--- src/rtl/vreg_ctl_pkg.sv ---
package vreg_ctl_pkg;

    localparam int BYTE_W = 8;

    localparam logic [7:0] DEF_SEL0  = 8'hD4;
    localparam logic [7:0] DEF_SEL1  = 8'hCD;
    localparam logic [7:0] DEF_CTRL  = 8'h80;
    localparam logic [7:0] ID_WORD   = 8'h85;
    localparam logic [7:0] REV_WORD  = 8'h00;
    localparam logic [7:0] CTRL_KEEP = 8'hF3;
    localparam int         CTRL_RST_BIT = 2;

    typedef enum logic [3:0] {
        ST_IDLE,
        ST_ADDR,
        ST_ADDR_ACK,
        ST_REG,
        ST_REG_ACK,
        ST_WDATA,
        ST_WDATA_ACK,
        ST_RDATA,
        ST_RDATA_ACK,
        ST_IGNORE
    } tgt_state_t;

    typedef struct packed {
        logic pgood;
        logic uvlo;
        logic ovp;
        logic rising;
        logic falling;
        logic thermal;
        logic active;
    } live_status_t;

endpackage

--- src/rtl/vreg_i2c_sense.sv ---
module vreg_i2c_sense #(
    parameter int SYNC_STAGES = 2
) (
    input  logic clk,
    input  logic rst_n,
    input  logic scl_i,
    input  logic sda_i,
    output logic scl_rise,
    output logic scl_fall,
    output logic start_ev,
    output logic stop_ev,
    output logic sda_s
);

    localparam int TOP = SYNC_STAGES - 1;

    logic [SYNC_STAGES-1:0] scl_sy;
    logic [SYNC_STAGES-1:0] sda_sy;
    logic                   scl_q;
    logic                   sda_q;
    logic                   scl_s;

    always_ff @(posedge clk or negedge rst_n) begin
        if (!rst_n) begin
            scl_sy <= '1;
            sda_sy <= '1;
            scl_q  <= 1'b1;
            sda_q  <= 1'b1;
        end else begin
            scl_sy <= {scl_sy[TOP-1:0], scl_i};
            sda_sy <= {sda_sy[TOP-1:0], sda_i};
            scl_q  <= scl_sy[TOP];
            sda_q  <= sda_sy[TOP];
        end
    end

    assign scl_s    = scl_sy[TOP];
    assign sda_s    = sda_sy[TOP];
    assign scl_rise = scl_s & ~scl_q;
    assign scl_fall = ~scl_s & scl_q;
    assign start_ev = scl_s & scl_q & sda_q & ~sda_s;
    assign stop_ev  = scl_s & scl_q & ~sda_q & sda_s;

endmodule

--- src/rtl/vreg_i2c_fsm.sv ---
module vreg_i2c_fsm
    import vreg_ctl_pkg::*;
#(
    parameter logic [6:0] TARGET_ADDR = 7'h60
) (
    input  logic       clk,
    input  logic       rst_n,
    input  logic       scl_rise,
    input  logic       scl_fall,
    input  logic       start_ev,
    input  logic       stop_ev,
    input  logic       sda_s,
    input  logic [7:0] rd_byte,
    output logic       sda_oe,
    output logic       wr_stb,
    output logic       rd_stb,
    output logic [7:0] reg_ptr,
    output logic [7:0] wr_byte
);

    localparam int BIT_CW = $clog2(BYTE_W + 1);
    localparam logic [BIT_CW-1:0] CNT_FULL = BIT_CW'(BYTE_W);
    localparam logic [BIT_CW-1:0] CNT_LAST = BIT_CW'(BYTE_W - 1);

    tgt_state_t        state;
    tgt_state_t        nxt;
    logic [BIT_CW-1:0] bitcnt;
    logic [7:0]        shreg;
    logic [7:0]        txreg;
    logic              rw_q;
    logic              mnack;
    logic              rx_full;
    logic              tx_last;
    logic              addr_hit;

    assign rx_full  = (bitcnt == CNT_FULL);
    assign tx_last  = (bitcnt == CNT_LAST);
    assign addr_hit = (shreg[7:1] == TARGET_ADDR);
    assign wr_byte  = shreg;

    // state register
    always_ff @(posedge clk or negedge rst_n) begin
        if (!rst_n) state <= ST_IDLE;
        else        state <= nxt;
    end

    // transitions
    always_comb begin
        nxt = state;
        if (start_ev) begin
            nxt = ST_ADDR;
        end else if (stop_ev) begin
            nxt = ST_IDLE;
        end else begin
            unique case (state)
                ST_IDLE, ST_IGNORE: nxt = state;
                ST_ADDR:      if (scl_fall && rx_full) nxt = addr_hit ? ST_ADDR_ACK : ST_IGNORE;
                ST_ADDR_ACK:  if (scl_fall) nxt = rw_q ? ST_RDATA : ST_REG;
                ST_REG:       if (scl_fall && rx_full) nxt = ST_REG_ACK;
                ST_REG_ACK:   if (scl_fall) nxt = ST_WDATA;
                ST_WDATA:     if (scl_fall && rx_full) nxt = ST_WDATA_ACK;
                ST_WDATA_ACK: if (scl_fall) nxt = ST_WDATA;
                ST_RDATA:     if (scl_fall && tx_last) nxt = ST_RDATA_ACK;
                ST_RDATA_ACK: if (scl_fall) nxt = mnack ? ST_IGNORE : ST_RDATA;
                default:      nxt = ST_IDLE;
            endcase
        end
    end

    // outputs
    always_comb begin
        sda_oe = 1'b0;
        wr_stb = 1'b0;
        rd_stb = 1'b0;
        unique case (state)
            ST_ADDR_ACK: begin
                sda_oe = 1'b1;
                rd_stb = scl_fall & rw_q;
            end
            ST_REG_ACK, ST_WDATA_ACK: sda_oe = 1'b1;
            ST_WDATA:     wr_stb = scl_fall & rx_full;
            ST_RDATA:     sda_oe = ~txreg[7];
            ST_RDATA_ACK: rd_stb = scl_fall & ~mnack;
            default: begin
                sda_oe = 1'b0;
            end
        endcase
    end

    // byte datapath
    always_ff @(posedge clk or negedge rst_n) begin
        if (!rst_n) begin
            bitcnt  <= '0;
            shreg   <= '0;
            txreg   <= '1;
            rw_q    <= 1'b0;
            mnack   <= 1'b1;
            reg_ptr <= '0;
        end else if (start_ev || stop_ev) begin
            bitcnt <= '0;
        end else begin
            unique case (state)
                ST_ADDR, ST_REG, ST_WDATA: begin
                    if (scl_rise && !rx_full) begin
                        shreg  <= {shreg[6:0], sda_s};
                        bitcnt <= bitcnt + 1'b1;
                    end
                    if (scl_fall && rx_full) begin
                        bitcnt <= '0;
                        if (state == ST_ADDR) rw_q    <= shreg[0];
                        if (state == ST_REG)  reg_ptr <= shreg;
                    end
                end
                ST_WDATA_ACK: if (scl_fall) reg_ptr <= reg_ptr + 8'd1;
                ST_ADDR_ACK: begin
                    if (scl_fall && rw_q) begin
                        txreg   <= rd_byte;
                        reg_ptr <= reg_ptr + 8'd1;
                        bitcnt  <= '0;
                    end
                end
                ST_RDATA: begin
                    if (scl_fall) begin
                        if (tx_last) begin
                            bitcnt <= '0;
                        end else begin
                            txreg  <= {txreg[6:0], 1'b1};
                            bitcnt <= bitcnt + 1'b1;
                        end
                    end
                end
                ST_RDATA_ACK: begin
                    if (scl_rise) mnack <= sda_s;
                    if (scl_fall && !mnack) begin
                        txreg   <= rd_byte;
                        reg_ptr <= reg_ptr + 8'd1;
                    end
                end
                default: bitcnt <= bitcnt;
            endcase
        end
    end

    AST_START_TO_ADDR: assert property (@(posedge clk) disable iff (!rst_n)
        start_ev |=> (state == ST_ADDR));

    AST_QUIET_WHEN_IGNORED: assert property (@(posedge clk) disable iff (!rst_n)
        (state == ST_IGNORE || state == ST_IDLE) |-> !sda_oe);

    AST_PTR_STEP_WRITE: assert property (@(posedge clk) disable iff (!rst_n)
        (state == ST_WDATA_ACK && scl_fall && !start_ev && !stop_ev)
        |=> (reg_ptr == 8'($past(reg_ptr) + 8'd1)));

    AST_NACK_ENDS_READ: assert property (@(posedge clk) disable iff (!rst_n)
        (state == ST_RDATA_ACK && scl_fall && mnack && !start_ev && !stop_ev)
        |=> !sda_oe);

endmodule

--- src/rtl/vreg_regfile.sv ---
module vreg_regfile
    import vreg_ctl_pkg::*;
#(
    parameter int NUM_RW = 3
) (
    input  logic         clk,
    input  logic         rst_n,
    input  logic         wr_stb,
    input  logic         rd_stb,
    input  logic [7:0]   addr,
    input  logic [7:0]   wr_data,
    input  live_status_t live,
    output logic [7:0]   rd_data,
    output logic         en_sel0,
    output logic [6:0]   code_sel0,
    output logic         en_sel1,
    output logic [6:0]   code_sel1,
    output logic         dischg_on,
    output logic [2:0]   slew_sel,
    output logic [1:0]   mode_sel
);

    localparam logic [7:0] CTRL_ADDR = 8'(NUM_RW - 1);
    localparam logic [7:0] ID_ADDR   = 8'(NUM_RW);
    localparam logic [7:0] REV_ADDR  = 8'(NUM_RW + 1);
    localparam logic [7:0] MON_ADDR  = 8'(NUM_RW + 2);

    function automatic logic [7:0] def_byte(input int idx);
        case (idx)
            0:       def_byte = DEF_SEL0;
            1:       def_byte = DEF_SEL1;
            default: def_byte = DEF_CTRL;
        endcase
    endfunction

    function automatic logic [7:0] keep_mask(input int idx);
        keep_mask = (idx == NUM_RW - 1) ? CTRL_KEEP : 8'hFF;
    endfunction

    logic [7:0] rw_reg [NUM_RW];
    logic       rst_flag;
    logic       soft_rst;
    logic [7:0] mon_byte;

    assign soft_rst = wr_stb && (addr == CTRL_ADDR) && wr_data[CTRL_RST_BIT];

    always_ff @(posedge clk or negedge rst_n) begin
        if (!rst_n) begin
            for (int i = 0; i < NUM_RW; i++) rw_reg[i] <= def_byte(i);
        end else if (soft_rst) begin
            for (int i = 0; i < NUM_RW; i++) rw_reg[i] <= def_byte(i);
        end else if (wr_stb) begin
            for (int i = 0; i < NUM_RW; i++)
                if (addr == 8'(i)) rw_reg[i] <= wr_data & keep_mask(i);
        end
    end

    always_ff @(posedge clk or negedge rst_n) begin
        if (!rst_n)                          rst_flag <= 1'b0;
        else if (soft_rst)                   rst_flag <= 1'b1;
        else if (rd_stb && addr == MON_ADDR) rst_flag <= 1'b0;
    end

    assign mon_byte = {live.pgood, live.uvlo, live.ovp, live.rising,
                       live.falling, rst_flag, live.thermal, live.active};

    always_comb begin
        rd_data = 8'h00;
        if (addr < 8'(NUM_RW)) begin
            for (int i = 0; i < NUM_RW; i++)
                if (addr == 8'(i)) rd_data = rw_reg[i];
        end else if (addr == ID_ADDR) begin
            rd_data = ID_WORD;
        end else if (addr == REV_ADDR) begin
            rd_data = REV_WORD;
        end else if (addr == MON_ADDR) begin
            rd_data = mon_byte;
        end
    end

    assign en_sel0   = rw_reg[0][7];
    assign code_sel0 = rw_reg[0][6:0];
    assign en_sel1   = rw_reg[1][7];
    assign code_sel1 = rw_reg[1][6:0];
    assign dischg_on = rw_reg[NUM_RW-1][7];
    assign slew_sel  = rw_reg[NUM_RW-1][6:4];
    assign mode_sel  = rw_reg[NUM_RW-1][1:0];

    AST_SOFT_RESET_DEFAULTS: assert property (@(posedge clk) disable iff (!rst_n)
        soft_rst |=> ({en_sel0, code_sel0} == DEF_SEL0 && {en_sel1, code_sel1} == DEF_SEL1
                      && dischg_on == DEF_CTRL[7] && slew_sel == DEF_CTRL[6:4]
                      && mode_sel == DEF_CTRL[1:0]));

    AST_RESET_FLAG_SET: assert property (@(posedge clk) disable iff (!rst_n)
        soft_rst |=> rst_flag);

    AST_CLEAR_ON_READ: assert property (@(posedge clk) disable iff (!rst_n)
        (rd_stb && addr == MON_ADDR && !wr_stb) |=> !rst_flag);

    AST_RO_WRITE_DISCARD: assert property (@(posedge clk) disable iff (!rst_n)
        (wr_stb && addr >= ID_ADDR)
        |=> $stable({en_sel0, code_sel0, en_sel1, code_sel1, dischg_on, slew_sel, mode_sel}));

endmodule

--- src/rtl/vreg_ctl_i2c.sv ---
module vreg_ctl_i2c
    import vreg_ctl_pkg::*;
#(
    parameter logic [6:0] TARGET_ADDR = 7'h60,
    parameter int         SYNC_STAGES = 2,
    parameter int         NUM_RW      = 3
) (
    input  logic       clk,
    input  logic       rst_n,
    input  logic       scl_i,
    input  logic       sda_i,
    output logic       sda_oe,
    input  logic       sta_pgood,
    input  logic       sta_uvlo,
    input  logic       sta_ovp,
    input  logic       sta_rising,
    input  logic       sta_falling,
    input  logic       sta_thermal,
    input  logic       sta_active,
    output logic       en_sel0,
    output logic [6:0] code_sel0,
    output logic       en_sel1,
    output logic [6:0] code_sel1,
    output logic       dischg_on,
    output logic [2:0] slew_sel,
    output logic [1:0] mode_sel
);

    logic         scl_rise;
    logic         scl_fall;
    logic         start_ev;
    logic         stop_ev;
    logic         sda_s;
    logic         wr_stb;
    logic         rd_stb;
    logic [7:0]   reg_ptr;
    logic [7:0]   wr_byte;
    logic [7:0]   rd_byte;
    live_status_t live;

    assign live = '{pgood: sta_pgood, uvlo: sta_uvlo, ovp: sta_ovp,
                    rising: sta_rising, falling: sta_falling,
                    thermal: sta_thermal, active: sta_active};

    vreg_i2c_sense #(.SYNC_STAGES(SYNC_STAGES)) u_sense (
        .clk      (clk),
        .rst_n    (rst_n),
        .scl_i    (scl_i),
        .sda_i    (sda_i),
        .scl_rise (scl_rise),
        .scl_fall (scl_fall),
        .start_ev (start_ev),
        .stop_ev  (stop_ev),
        .sda_s    (sda_s)
    );

    vreg_i2c_fsm #(.TARGET_ADDR(TARGET_ADDR)) u_fsm (
        .clk      (clk),
        .rst_n    (rst_n),
        .scl_rise (scl_rise),
        .scl_fall (scl_fall),
        .start_ev (start_ev),
        .stop_ev  (stop_ev),
        .sda_s    (sda_s),
        .rd_byte  (rd_byte),
        .sda_oe   (sda_oe),
        .wr_stb   (wr_stb),
        .rd_stb   (rd_stb),
        .reg_ptr  (reg_ptr),
        .wr_byte  (wr_byte)
    );

    vreg_regfile #(.NUM_RW(NUM_RW)) u_regs (
        .clk       (clk),
        .rst_n     (rst_n),
        .wr_stb    (wr_stb),
        .rd_stb    (rd_stb),
        .addr      (reg_ptr),
        .wr_data   (wr_byte),
        .live      (live),
        .rd_data   (rd_byte),
        .en_sel0   (en_sel0),
        .code_sel0 (code_sel0),
        .en_sel1   (en_sel1),
        .code_sel1 (code_sel1),
        .dischg_on (dischg_on),
        .slew_sel  (slew_sel),
        .mode_sel  (mode_sel)
    );

endmodule

--- config.mk ---
export PLATFORM = sky130hd
export DESIGN_NAME = vreg_ctl_i2c
export DESIGN_NICKNAME = d
export VERILOG_FILES = /design/src/rtl/vreg_ctl_pkg.sv /design/src/rtl/vreg_i2c_sense.sv /design/src/rtl/vreg_i2c_fsm.sv /design/src/rtl/vreg_regfile.sv /design/src/rtl/vreg_ctl_i2c.sv
export SDC_FILE = /design/constraint.sdc
export NUM_CORES = 1
export LEC_CHECK = 0
export ABC_AREA = 1
export BUFFER_PORTS_ARGS = -buffer_cell sky130_fd_sc_hd__buf_2
export CAP_MARGIN = 20
export CORE_ASPECT_RATIO = 1.1
export CORE_UTILIZATION = 53
export DETAILED_ROUTE_END_ITERATION = 6
export PLACE_DENSITY = 0.83
export SETUP_SLACK_MARGIN = 0.05
export SLEW_MARGIN = 20
export SYNTH_ARGS = -nofsm -noshare
export SYNTH_HDL_FRONTEND = slang
export SYNTH_SLANG_ARGS = --single-unit
--- constraint.sdc ---
create_clock -name clk -period 5 [get_ports clk]
set_input_delay 0.75 -clock clk [delete_from_list [all_inputs] [get_ports clk]]
set_output_delay 0.75 -clock clk [all_outputs]
set_load 0.005 [all_outputs]
After elaboration in Yosys (flattened, before gate mapping)
Index checks and enable logic that the tools add are counted.
{ "op_classes": {"n_addsub": 2, "n_lt_le_gt_ge": 1, "eq_ne": 35, "mux": 48, "bitwise": 17, "reduce_logical": 35} }
{ "op_table": {"columns": ["cell", "n"], "rows": [
  ["$mux 8", 19],
  ["$mux 4", 17],
  ["$mux 24", 2],
  ["$ne 4x1->1 const B", 8],
  ["$pmux 4 s8", 1],
  ["$pmux 8 s4", 1],
  ["$pmux 8 s3", 1],
  ["$eq 4x3->1 const B", 5],
  ["$eq 8x2->1 const B", 2],
  ["$eq 8x3->1 const B", 2],
  ["$eq 4x4->1 const B", 3],
  ["$ne 2x1->1 const B", 6],
  ["$pmux 4 s3", 1],
  ["$and 1x1->1", 10],
  ["$reduce_bool 2->1", 5],
  ["$ne 3x1->1 const B", 3],
  ["$add 8x1->8 const B", 1],
  ["$eq 4x2->1 const B", 2],
  ["$eq 8x1->1 const B", 1],
  ["$logic_and 1x1->1", 8],
  ["$logic_not 8->1", 1],
  ["$lt 8x2->1 const B", 1],
  ["$reduce_and 4->1", 2],
  ["$reduce_and 8->1", 1],
  ["other kinds (19)", 35]
]} }
{ "totals": {"regBits": 65, "out_inout_bits": 23} }

Longest topological paths before layout
{ "logic_depth": {"depth_word": 8, "depth_mapped": 12} }

Cells and area by module
Synthesis repeated with hierarchy kept, for this count alone.
{ "hier_totals": {"cells_unflattened": 564, "hier_area_um2": 3980.1} }
{ "by_module_without_submodules": {"columns": ["module", "n_inst", "cells_per_inst", "area_each_um2", "seq_area_each_um2"], "rows": [
  ["vreg_i2c_fsm", 1, 363, 2379.8, 862.1],
  ["vreg_regfile", 1, 184, 1401.3, 588.1],
  ["vreg_i2c_sense", 1, 17, 198.9, 157.7]
]} }

Least setup slack after synthesis
OpenSTA, ideal clock, no wires.
{ "synth_path": {"path_kind": "register -> output", "start": "register u_fsm.state[0]", "end": "output port sda_oe", "t_arrival_ps": 1158, "path_slack_ps": 3092, "stages_incl_launch_ff": 7, "n_path_buf": 2, "path_cell_list": "dfrtp_1 > buf_6 > nand2_1 > inv_1 > nand2_1 > clkbuf_1 > o21ai_0"} }
{ "synth_between": {"elab_chain_len": 3, "word_cells_on_any_way": 6, "cone_classes": "eq/ne (4); mux (1); reduce/logical (1)"} }
{ "synth_rtl": {"columns": ["element", "line", "text"], "rows": [
  ["start, declared", "vreg_i2c_fsm.sv:25", "tgt_state_t state;"],
  ["start signal, assigned", "vreg_i2c_fsm.sv:44", "else state <= nxt;"],
  ["$eq 4x3->1 / $eq 4x2->1 (equally long branches)", "vreg_i2c_fsm.sv:75", "unique case (state)"],
  ["$reduce_or 3->1 (no source line)", null, null],
  ["$pmux 1 s2 *", "vreg_i2c_fsm.sv:75", null],
  ["end, declared", "vreg_ctl_i2c.sv:12", "output logic sda_oe,"]
]} }
Every way passes the cells marked *; elsewhere a longest branch is shown, timed or not.

Worst setup path in the final report
Same ends and word-level chain as after synthesis.

==> impl_metrics.ini <==
[status]
status = complete, but fails checks
violations = design-rule violations

[layout]
layout_commonest_cell = nand2_1
nets = 573
syn_to_final_growth_pct = 10.6
layout-drive-gt1-share_pct = 24.6
layout_common_cells = nand2_1 (138), inv_1 (62), nand3_1 (52), nor2_1 (48), dfrtp_1 (38)
num-fill-cells = 612
antenna_cells = 0
layoutNonFillerInstCount = 646

[cts]
clockBufferDepth = 2
clock_sinks = 63
cts_buffers = 9
cts_root_buf = clkbuf_8
path_clk_slew_ns = 0.08
cts-htree-levels = 3
post_cts_buffers = 0
clkLatencyLatePin_ns = 0.35
cts_resized = 0
hold_buffers = 0
cts_tree = built

[sta]
slew_viol_final = 0
setup_tns_ns = 0
fin_crit_ns = 2.53
fin_crit_sh_pct = 50.6
tightestPinTransition_ns = 0.810
setup_ws_ns = 2.47
finalHoldViolations = 0
clock.fmax_mhz = 395
rsz0062_at_grt = no
skew_ns = 0.0159
slew_headroom_pct = 46.0
setup_violations = 0

[route]
viasPerCell = 5.33
finalWirelength_mm = 9.36
via_count = 3441
drc_errors = 2
ant_nets = 0
drt_iter0_markers = 209
wl_per_cell_um = 14.5
first_pass_iters = 7

[global_route]
grt_usage_pct = 25.9
overflow = 0
grt_max_degree = 64
grt_pass1_wl_mm = 15.8
antenna_found_initial = 0
grt_pass1_vias = 3406

[synth]
synth.distinct_cells = 37
synth-edff-count = 0
synth_nets = 539
netlist_area_um2 = 3920
ys_ff_latch = 63
yosys_warnings = 0
yosys_most_used_dff = dfrtp_1
seq_area_frac_synth_pct = 41.0
async_flop_share_pct = 100
netlist_instances = 522
syn_area_per_cell_um2 = 7.51

[critical_path]
cp_max_fo = 14
critical_path_class = flip-flop to output pin
cp_data_arrival_time_ns = 1.78
cp.required_ns = 4.25
start_kind = flip-flop
crit_path_end_kind = output pin

[power]
p_total_mw = 2.16
powerDensity_nw_per_um2 = 498
ir_drop_mv = 0.290
power.leakage_nw = 2.19

[floorplan]
core_um2 = 7090
die_area_um2 = 7750
start_util_pct = 55.3
ioPinCount = 34
die_y_um = 92.2
die_w_um = 84.0
rows = 32

[place]
dp_cells = 630
io_buffers = 33
hpwl_mm = 6.81
post-place-ws_ns = 2.86
gp_congestion = 0.884

[flow_run]
cap_violations = 0

[hold_path]
hp-class = flip-flop to flip-flop
synth_stat cells, types with 2 or more instances:
cell        n  share of area, %
ha_1        6               1.9
inv_1      62               5.9
nand3_2     3              0.77
xor2_1      5               1.1
nor2_4     10               2.9
buf_6       6               1.7
o21a_1      2              0.38
nand2_4     3              0.86
a21oi_1     6              0.77
buf_2       2              0.26
inv_2       7              0.67
o22ai_1     3              0.48
o21ai_0    33               4.2
nor2_1     48               4.6
nand3_1    52               6.6
dfstp_2    25                17
nand2_2    16               2.6
o211ai_1    4              0.77
nand2_1   138                13
dfrtp_1    38                24
nor2_2      8               1.3
clkbuf_1    2              0.19
o21ai_1    15               1.9
nand4_1     5              0.80
o21ai_2    11               2.5
area by class of cell:
| cell class | instances | area (µm²) | share of cell area (%) |
|---|---|---|---|
| Clock buffer | 10 | 138 | 3.17 |
| Clock inverter | 6 | 92.6 | 2.13 |
| Multi-Input combinational cell | 377 | 1950 | 45.0 |
| Sequential cell | 63 | 1610 | 37.1 |
| Tap cell | 85 | 106 | 2.45 |
| Inverter | 71 | 268 | 6.17 |
| Timing Repair Buffer | 34 | 173 | 3.98 |
report_power, final:
group / leakage (nW) / switching [mW] / internal (mW)
clock network: 0.109 / 0.222 / 0.297
logic: 1.30 / 0.619 / 0.299
registers: 0.783 / 0.0974 / 0.627
metrics by stage:
step                      util (%)  area (µm²)  hold slack [ns]
after floorplan                  -        3920            0.345
after global placement        58.0        4110            0.347
after detailed placement      58.0        4110            0.347
after CTS                     61.2        4340            0.358
after global routing          61.2        4340            0.361
final                         61.2        4340            0.357
routing by layer:
layer | share of wire [%] | routed length [µm] | global-route usage (%)
met3 | 4.2 | 397 | 3.42
met2 | 49 | 4620 | 43.4
met5 | 0 | 0 | 0
met1 | 44 | 4140 | 33.6
met4 | 2.2 | 208 | 11.4
cells by family after synthesis:
| logic type | Yosys count | synth area share, % |
|---|---|---|
| DFF | 63 | 41.0 |
| xor gates and xnor gates | 6 | 1.34 |
| and+or+nand+nor | 288 | 34.7 |
| adders and majority gates | 6 | 1.91 |
| buffers and inverters | 82 | 9.19 |
| AOI/OAI and AO/OA | 77 | 11.8 |
critical path: stages, from the launching register on:
cell and delay (ns):
dfrtp_1 0.49, nand2_1 0.16, inv_1 0.11, nand2_1 0.27
o21ai_0 0.26, buf_2 0.15
worst paths after layout:
path / to / depth (start not counted) / slack (ns) / from
min: u_sense.scl_sy[1] / 0 / 0.36 / u_sense.scl_sy[0]
max reg2reg: u_regs.code_sel0[1] / 11 / 2.98 / u_fsm.reg_ptr[0]
min in group asynchronous: u_fsm.state[0] / 2 / 0.55 / rst_n
min reg2reg: u_sense.scl_sy[1] / 0 / 0.36 / u_sense.scl_sy[0]
max in group asynchronous: u_fsm.bitcnt[0] / 2 / 3.89 / rst_n
max: sda_oe / 5 / 2.47 / u_fsm.state[0]
flip-flops by register name, summed over array words and instances (netlist names), 3 cells and up:
register and flops:
u_regs.slew_sel 3, u_fsm.reg_ptr 8, u_regs.code_sel0 7, u_fsm.wr_byte 8, u_fsm.txreg 8, u_fsm.state 4
u_regs.code_sel1 7, u_fsm.bitcnt 4
Note: power is estimated with default switching activity, not from simulation.
